$ cat src/rtl/slice_pkg.sv
package slice_pkg;

  typedef enum logic [1:0] {
    ST_IDLE,
    ST_OPEN,
    ST_LIMITED,
    ST_EXPIRED
  } slice_state_e;

  typedef struct packed {
    logic latWr;
    logic cntClr;
    logic cntEn;
  } slice_strobe_t;

endpackage

$ cat src/rtl/slice_datapath.sv
module slice_datapath
  import slice_pkg::*;
#(
  parameter int LAT_W = 8,
  parameter int RSV_W = 4
) (
  input  logic             clk,
  input  logic             rstN,
  input  slice_strobe_t    strobe,
  input  logic [LAT_W-1:0] wrData,
  output logic [LAT_W-1:0] rdData,
  output logic             limitReached
);
  localparam int HI_W = LAT_W - RSV_W;

  logic [HI_W-1:0]  latHi;
  logic [LAT_W-1:0] latFull;
  logic [LAT_W-1:0] elapsed;

  always_ff @(posedge clk or negedge rstN) begin
    if (!rstN) latHi <= '0;
    else if (strobe.latWr) latHi <= wrData[LAT_W-1:RSV_W];
  end

  generate
    if (RSV_W > 0) begin : g_rsv
      logic unusedLowBits;
      assign unusedLowBits = ^wrData[RSV_W-1:0];
      assign latFull = {latHi, {RSV_W{1'b0}}};
    end else begin : g_norsv
      assign latFull = latHi;
    end
  endgenerate

  always_ff @(posedge clk or negedge rstN) begin
    if (!rstN) elapsed <= '0;
    else if (strobe.cntClr) elapsed <= '0;
    else if (strobe.cntEn && (elapsed != {LAT_W{1'b1}})) elapsed <= elapsed + 1'b1;
  end

  assign rdData       = latFull;
  assign limitReached = (elapsed >= latFull);
endmodule

$ cat src/rtl/slice_control.sv
module slice_control
  import slice_pkg::*;
(
  input  logic          clk,
  input  logic          rstN,
  input  logic          frameOwned,
  input  logic          holdAckN,
  input  logic          xferDone,
  input  logic          regWrEn,
  input  logic          limitReached,
  output slice_strobe_t strobe,
  output slice_state_e  state,
  output logic          sliceExpired,
  output logic          endBurstReq
);
  slice_state_e nextState;

  always_comb begin
    nextState = state;
    if (!frameOwned) begin
      nextState = ST_IDLE;
    end else begin
      unique case (state)
        ST_IDLE:    nextState = holdAckN ? ST_LIMITED : ST_OPEN;
        ST_OPEN:    if (holdAckN) nextState = ST_LIMITED;
        ST_LIMITED: if (limitReached) nextState = ST_EXPIRED;
        ST_EXPIRED: nextState = ST_EXPIRED;
        default:    nextState = ST_IDLE;
      endcase
    end
  end

  always_ff @(posedge clk or negedge rstN) begin
    if (!rstN) state <= ST_IDLE;
    else state <= nextState;
  end

  always_comb begin
    strobe.latWr  = regWrEn;
    strobe.cntClr = !frameOwned;
    strobe.cntEn  = frameOwned;
  end

  assign sliceExpired = (state == ST_EXPIRED);
  assign endBurstReq  = sliceExpired && frameOwned && xferDone;
endmodule

$ cat src/rtl/bus_slice_timer.sv
module bus_slice_timer
  import slice_pkg::*;
#(
  parameter int LAT_W = 8,
  parameter int RSV_W = 4
) (
  input  logic             clk,
  input  logic             rstN,
  input  logic             regWrEn,
  input  logic [LAT_W-1:0] regWrData,
  output logic [LAT_W-1:0] regRdData,
  input  logic             frameOwned,
  input  logic             holdAckN,
  input  logic             xferDone,
  output logic             sliceExpired,
  output logic             endBurstReq
);
  slice_strobe_t strobe;
  slice_state_e  ctlState;
  logic          limitReached;

  slice_control u_ctl (
    .clk(clk), .rstN(rstN), .frameOwned(frameOwned), .holdAckN(holdAckN),
    .xferDone(xferDone), .regWrEn(regWrEn), .limitReached(limitReached),
    .strobe(strobe), .state(ctlState), .sliceExpired(sliceExpired),
    .endBurstReq(endBurstReq)
  );

  slice_datapath #(.LAT_W(LAT_W), .RSV_W(RSV_W)) u_dp (
    .clk(clk), .rstN(rstN), .strobe(strobe), .wrData(regWrData),
    .rdData(regRdData), .limitReached(limitReached)
  );
endmodule

$ cat config.mk
export PLATFORM = sky130hd
export DESIGN_NAME = bus_slice_timer
export DESIGN_NICKNAME = d
export VERILOG_FILES = /design/src/rtl/slice_pkg.sv /design/src/rtl/slice_datapath.sv /design/src/rtl/slice_control.sv /design/src/rtl/bus_slice_timer.sv
export SDC_FILE = /design/constraint.sdc
export NUM_CORES = 1
export LEC_CHECK = 0
export CAP_MARGIN = 20
export CORE_MARGIN = 2
export CORE_UTILIZATION = 37
export DETAILED_ROUTE_END_ITERATION = 8
export GPL_ROUTABILITY_DRIVEN = 0
export HOLD_SLACK_MARGIN = 0.03
export PLACE_DENSITY = 0.77
export SYNTH_ARGS = -nofsm -noshare
export SYNTH_HDL_FRONTEND = slang
export SYNTH_SLANG_ARGS = --single-unit
$ cat constraint.sdc
create_clock -name clk -period 1.6 [get_ports clk]
set_input_delay 0.32 -clock clk [delete_from_list [all_inputs] [get_ports clk]]
set_output_delay 0.32 -clock clk [all_outputs]
set_load 0.005 [all_outputs]
==> metrics.txt <==
status completed; largest net degree at the start of global routing 15; global-route wire length before repair 3.04 mm; Placement Cell Area 1050 um2; tightest hold margin 335 ps; crit start category register; Tcrit/Tclk final between 90% and 100%; Primary FF master, synth dfrtp_1; mapped cell area 798 um2; via/cell ratio 5.07; Synth area leaders dfrtp_1 44%, ha_1 9.4%, o21ai_0 5.0%; crit path kind reg -> reg; Chip Height between 50 and 60 um; drt drc 0; multi-input logic area 432 um2; count leader, synth dfrtp_1; vias in the first global route 730; crit path max-delay cell type or4b_1; Die ar. 2550 um2; final number of setup-violating endpoints 0; reg2reg end u_ctl.state[0]$_DFFE_PN0P_; Worst Setup End Kind register; crit path from u_dp.latHi[3]$_DFFE_PN0P_; Worst R2R Path Depth 5; Clock transition at path regs 90 ps; f_max 0.629 GHz; total number of H-tree levels 1; final setup margin 9.91 ps; hold_buf cts 0; Synth Instances 85; n_diodes 0; Fin Clk Skew 9.65 ps; r2r startpoint u_dp.latHi[3]$_DFFE_PN0P_; Worst Setup Slack post-DPL -169 ps; area grow syn2layout 44.2%; register area share after synthesis 43.9%; number of max-cap violations 0; hold crit path type in -> async; post-DP HPWL about 1.2 mm; Max clock buf depth 2; yosys warns 0; I/O pins 24; Filler cells 183; I/O Buffers 15; Post-synth EDFFs 0; RSZ-0062 raised after global routing yes; WP buf/inv 1; # placed instances 137; pins over their slew limit 0; final WL 1.70 mm; Worst R2R Setup Slack 10 ps; Row Count 16; Critical Path AT around 1800 ps; chip width 50.5 um; Post-synth top cells 14 x dfrtp_1, 9 x inv_1, 9 x nand2_1; VDD IR-drop max 0.524 mV; final std cells w/o fill approximately 140; fraction of layout cells with a size suffix above 1 23.1%; clk sink count 14; final net count ~140; Worst EP required 1810 ps; antenna violations before repair 0; worst skew pair latency 280 ps; CP cell instances inv_1 > ha_4 > nand4_1 > or4b_1 > a31oi_1; leakage power 0.560 nW; First-pass DRT Iterations 4; Root Driver clkbuf_4; minimum clock period approximately 1600 ps; Avg Inst Size Synth 9.39 um2; Post-DRT Antenna Nets 0; post-synth top area share a little over two fifths; Power per Cell Area around 690 nW/um2; total track usage between 10% and 20%; Hold Vio Cnt, Final 0; average wire per standard cell around 12 um; drt initial violations 22; async set-or-reset flop fraction in the synthesized netlist 100%; Crit Path Max Fanout 2; starting density of the core 39.9%; Vias 730; core area around 2000 um2; crit-path max cell delay around 540 ps; largest delay contributor family on the critical path simple AND/OR/NAND/NOR gates; Reg area 350 um2; number of synthesized register bits 14; CTS tree built; total CTS buffers 3; post-synth cell types 25; grt ovf 0; final instance area 1150 um2; cell taking the most area after synthesis dfrtp_1
[layer usage]
metal	wire (um)	GRT usage (%)	vias to the layer above
met5	0	0	-
met4	8	3.15	0
met3	110	5.95	2
met2	848	28.3	25
met1	733	17.4	342
li1	-	-	361
[final cells by class]
class	instances	share of cell area, %
Sequential cell	14	30.4
Timing Repair Buffer	30	23.0
Multi-Input combinational cell	60	37.5
Tap cell	27	2.93
Clock buffer	4	3.15
Inverter	9	2.93
[repair_timing]
| item | in CTS | in global routing |
|---|---|---|
| pin swaps | 0 | 3 |
| resized for setup | 1 | 10 |
| endpoints found under the hold margin | 0 | 0 |
| setup endpoints to repair | 2 | 4 |
| setup buffers | 1 | 2 |
[worst max path at each step]
| stage | end | depth (start not counted) |
|---|---|---|
| floorplan | u_ctl.state[0]$_DFFE_PN0P_ | 4 |
| global placement | endBurstReq | 3 |
| detailed placement | endBurstReq | 3 |
| CTS | u_ctl.state[0]$_DFFE_PN0P_ | 5 |
| global route | u_ctl.state[0]$_DFFE_PN0P_ | 5 |
| finish | u_ctl.state[0]$_DFFE_PN0P_ | 5 |
[report_power, final]
group / total [W] / switching, W / internal, W / leakage [nW]
clock network: 0.000255 / 0.000116 / 0.000139 / 0.0210
registers: 0.000388 / 0.0000158 / 0.000373 / 0.182
logic: 0.000146 / 0.0000617 / 0.0000841 / 0.357
[sequential cells by signal (all words and copies together), names as in the netlist]
register	count
u_ctl.state	2
u_dp.latHi	4
u_dp.elapsed	8
[kinds of logic (layout without fill, tap and decap cells)]
| kind of cell | after synthesis | in the layout | synth area share (%) |
|---|---|---|---|
| AOI/OAI and AO/OA | 19 | 19 | 14.7 |
| adders and majority gates | 6 | 6 | 9.40 |
| buffers and inverters | 14 | 43 | 8.46 |
| DFF | 14 | 14 | 43.9 |
| muxes | 4 | 4 | 5.17 |
| other | 1 | 4 | 0.470 |
| and+or+nand+nor | 27 | 27 | 17.9 |
[placed cells by master (no fill, tap or decap), types with 3 or more instances in the layout]
master / Yosys / final
nand2_1: 9 / 9
nand3_1: 3 / 3
buf_4: 4 / 16
a31oi_1: 5 / 5
mux2i_1: 3 / 3
conb_1: 1 / 4
inv_1: 9 / 7
o21ai_0: 8 / 8
and3_1: 4 / 4
clkbuf_4: 0 / 3
clkdlybuf4s50_1: 0 / 11
ha_1: 6 / 3
ha_4: 0 / 3
dfrtp_1: 14 / 14
[stage by stage]
stage                     util (%)  setup TNS (ps)  power (W)
after floorplan                  -               0   0.000450
after global placement        52.4            -571   0.000522
after detailed placement      52.4            -792   0.000527
after CTS                     54.6               0   0.000785
after global routing          57.5           -65.5   0.000845
final                         57.5               0   0.000789
Note: power is estimated with default switching activity, not from simulation.
